### src/rtl/addr_err_pkg.sv
package addr_err_pkg;
  typedef enum logic [1:0] {
    SZ_BYTE  = 2'd0,
    SZ_WORD  = 2'd1,
    SZ_LONG  = 2'd2,
    SZ_DLONG = 2'd3
  } size_e;

  typedef struct packed {
    logic [31:0] addr;
    logic        kind;
    logic [1:0]  size;
    logic        master;
  } exc_rec_t;

  // low-order address mask that must be zero for a given size code
  function automatic logic [2:0] align_mask(input logic [1:0] sz);
    case (sz)
      SZ_BYTE:  return 3'b000;
      SZ_WORD:  return 3'b001;
      SZ_LONG:  return 3'b011;
      default:  return 3'b111;
    endcase
  endfunction

  function automatic logic in_range(input logic [31:0] a,
                                    input logic [31:0] lo,
                                    input logic [31:0] hi);
    return (a >= lo) && (a <= hi);
  endfunction
endpackage

### src/rtl/addr_err_capture.sv
module addr_err_capture
  import addr_err_pkg::*;
(
  input  logic     clk_i,
  input  logic     rst_i,
  input  logic     load_i,
  input  logic     ack_i,
  input  exc_rec_t rec_i,
  output logic     pend_o,
  output exc_rec_t rec_o
);
  logic     pend_q;
  exc_rec_t rec_q;
  logic     free;

  assign free = !pend_q || ack_i;

  always_ff @(posedge clk_i) begin
    if (rst_i) begin
      pend_q <= 1'b0;
      rec_q  <= '0;
    end else if (load_i && free) begin
      pend_q <= 1'b1;
      rec_q  <= rec_i;
    end else if (ack_i) begin
      pend_q <= 1'b0;
    end
  end

  assign pend_o = pend_q;
  assign rec_o  = rec_q;
endmodule

### config.mk
export PLATFORM = sky130hd
export DESIGN_NAME = addr_err_capture
export DESIGN_NICKNAME = d
export VERILOG_FILES = /design/src/rtl/addr_err_pkg.sv /design/src/rtl/addr_err_capture.sv
export SDC_FILE = /design/constraint.sdc
export NUM_CORES = 1
export LEC_CHECK = 0
export ABC_AREA = 1
export ABC_CLOCK_PERIOD_IN_PS = 1150
export BUFFER_PORTS_ARGS = -buffer_cell sky130_fd_sc_hd__buf_4
export CORE_MARGIN = 10
export CORE_UTILIZATION = 46
export DETAILED_ROUTE_END_ITERATION = 16
export PLACE_DENSITY = 0.89
export SETUP_SLACK_MARGIN = 0.02
export SYNTH_ARGS = -nofsm -noshare
export SYNTH_HDL_FRONTEND = slang
export SYNTH_SLANG_ARGS = --single-unit
### constraint.sdc
create_clock -name clk_i -period 1.15 [get_ports clk_i]
set_clock_uncertainty 0.1 [all_clocks]
set_input_delay 0.115 -clock clk_i [delete_from_list [all_inputs] [get_ports clk_i]]
set_output_delay 0.115 -clock clk_i [all_outputs]
set_load 0.005 [all_outputs]
==> metrics.md <==
| Metric | Value |
|---|---|
| Sequential Power Share | `0.478` |
| GRT met1 Usage | `0.1335` |
| H-tree levels | `2` |
| Reg clk slew, reported paths | `about 0.07 ns` |
| Seq/Total Area, Yosys | `0.4318` |
| CTS Buf Count | `5` |
| Dpl ws | `between 0.08 and 0.09 ns` |
| WP data required | `1.22 ns` |
| Routed via count | `about 1700` |
| Worst rel slew slack | `0.8920` |
| Most common cell after layout, fill and taps aside | `buf_4` |
| Detailed placer's ending HPWL | `3244 um` |
| Congestion Overflow GR | `0` |
| Die area | `roughly 6600 um2` |
| Layout area overhead | `39.97%` |
| Root Driver | `clkbuf_8` |
| Met2 usage | `0.2253` |
| Combinational share of power | `0.203` |
| P_sw | `~0.74 mW` |
| IO buf count | `76` |
| Initial Utilization | `0.4721` |
| Startpoint types | `register` |
| Die width | `a little over 80 um` |
| RSZ-0062 raised after global routing | `false` |
| Final setup viols | `0` |
| Setup TNS Final | `0 ns` |
| Core Area | `around 3600 um2` |
| Net Count, Synth | `280` |
| Synthesized cell area | `roughly 1700 um2` |
| CTS tree | `built` |
| Wire per inst | `approximately 12 um` |
| Max frequency | `slightly below 1000 MHz` |
| Met3 Resource Use GR | `0.06402` |
| Power Internal | `around 2.3 mW` |
| Setup CP Type | `reg2reg` |
| Share of cells above drive strength 1 | `0.3195` |
| Initial DRT Pass Iterations | `4` |
| Maximum buffer depth of the clock tree | `2` |
| Status | `finished, final reports clean` |
| Syn Inst Count | `240` |
| Sw frac | `0.2460` |
| DR vias/cell | `around 4.6` |
| Synth Register Bits | `37` |
| Syn_area_per_cell | `between 7 and 8 um2` |
| Die Height | `around 81 um` |
| Most frequent cells in the layout | `buf_4 (77), inv_1 (37)` |
| Slew @ Worst Pin | `between 0.15 and 0.2 ns` |
| Clock power frac | `0.319` |
| PnR worst setup slack | `0.1270 ns` |
| Initial antenna violation count | `0` |
| Postcts setup bufs | `0` |
| Worst min path class | `in2reg` |
| GR peak layer | `met2` |
| Final ANT Viol Nets | `0` |
| Number of max-cap violations | `0` |
| Ports | `slightly below 80` |
| CP Capture Type | `register` |
| Vias in the first global route | `~1600` |
| DRC | `0` |
| Initial drt markers | `79` |
| Worst vdd ir | `0.9681 mV` |
| Crit path time final | `between 1 and 1.5 ns` |
| Sink Count | `37` |
| Largest net degree at the start of global routing | `34` |
| Total GRT Usage | `0.1305` |
| RePlAce Congestion | `0.7219` |
| Final period util | `0.8895` |
| Leakage | `between 1 and 1.5 nW` |
| Distinct cell type count of the synthesized netlist | `13` |
| Final Hold Fails | `0` |
| First-pass GRT wire length | `roughly 7000 um` |
| Final Max Slew Viols | `0` |
| Ant diodes | `0` |
| Row count | `22` |
| Syn. warnings | `0` |
| Power Density | `around 1300 nW/um2` |
| CP arrival | `between 1 and 1.5 ns` |
| Final WL | `around 4200 um` |
| Fin nets | `around 350` |
| Clock Latency Late Sink | `around 0.27 ns` |
| Max Fanout on Critical Path | `33` |
==> Yosys cell counts <==
cell	instances	share of area
buf_2	1	0.0029
buf_4	8	0.035
nand2_1	36	0.079
nor2_1	31	0.068
nand3_1	36	0.11
nand2_4	1	0.0066
clkbuf_8	1	0.0080
inv_1	37	0.081
buf_6	8	0.053
nor2_2	5	0.018
dfxtp_1	37	0.43
inv_2	2	0.0044
a21oi_1	37	0.11
==> per-stage QoR <==
stage / cells / hold WS [ns] / instance area [um2] / utilization / power, mW
floorplan: 240 / 0.08407 / 1715 / - / 1.779
global placement: 352 / 0.1984 / 2285 / 0.6288 / 2.063
detailed placement: 352 / 0.2086 / 2285 / 0.6288 / 2.082
CTS: 361 / 0.02382 / 2396 / 0.6594 / 3.048
global route: 361 / 0.02526 / 2401 / 0.6608 / 3.184
finish: 361 / 0.03025 / 2401 / 0.6608 / 3.004
==> power by group through the flow <==
stage | Clock [mW] | Sequential [mW] | Combinational (mW)
after global placement | 0 | 1.46 | 0.604
after CTS | 0.991 | 1.44 | 0.622
after detailed placement | 0 | 1.46 | 0.619
after global routing | 1.05 | 1.45 | 0.690
final | 0.959 | 1.44 | 0.610
after floorplan | 0 | 1.47 | 0.311
==> cells by family after synthesis <==
family                 synth area share
AND/OR/NAND/NOR                  0.2764
flip-flops                       0.4318
AO/OA/AOI/OAI                    0.1080
buffers and inverters            0.1838
==> sequential cells by signal, indices dropped and copies added, names as in the netlist <==
signal	count
pend_o	1
rec_o	36
==> per-layer routing <==
layer  vias to the layer above  wire (um)
met5                         -          0
met4                         0         34
met2                        50       2073
li1                        884          -
met1                       726       1714
met3                         4        414
==> final timing paths <==
path,cells after the start,from,slack [ns],to
max,5,pend_o,0.13,rec_o[30]
min,4,rst_i,0.03,rec_o[24]
max reg2reg,5,pend_o,0.13,rec_o[30]
min reg2reg,2,rec_o[4],0.38,rec_o[4]
==> what timing repair did <==
action | 4_1_cts | 5_1_grt
hold endpoints to repair | 1 | 0
hold buffers | 1 | 0
gates resized for setup | 0 | 2
setup endpoints to repair | 0 | 2
==> cell type report <==
cell class              instances  area (um2)
clock buffers                   7       96.34
clock inverters                 1       5.005
fillers                       336        1232
inverters                      39       146.4
multi-input cells             146       663.1
flip-flops and latches         37       742.0
well taps                      48       60.06
repair buffers                 83       688.2
==> worst max-delay path, stage by stage, from the launching register on <==
cell	delay (ns)
dfxtp_2	0.34
nand2_4	0.09
buf_12	0.18
nand3_1	0.09
nand2_1	0.08
nor2_2	0.03
Power figures use the tool's default switching activity.
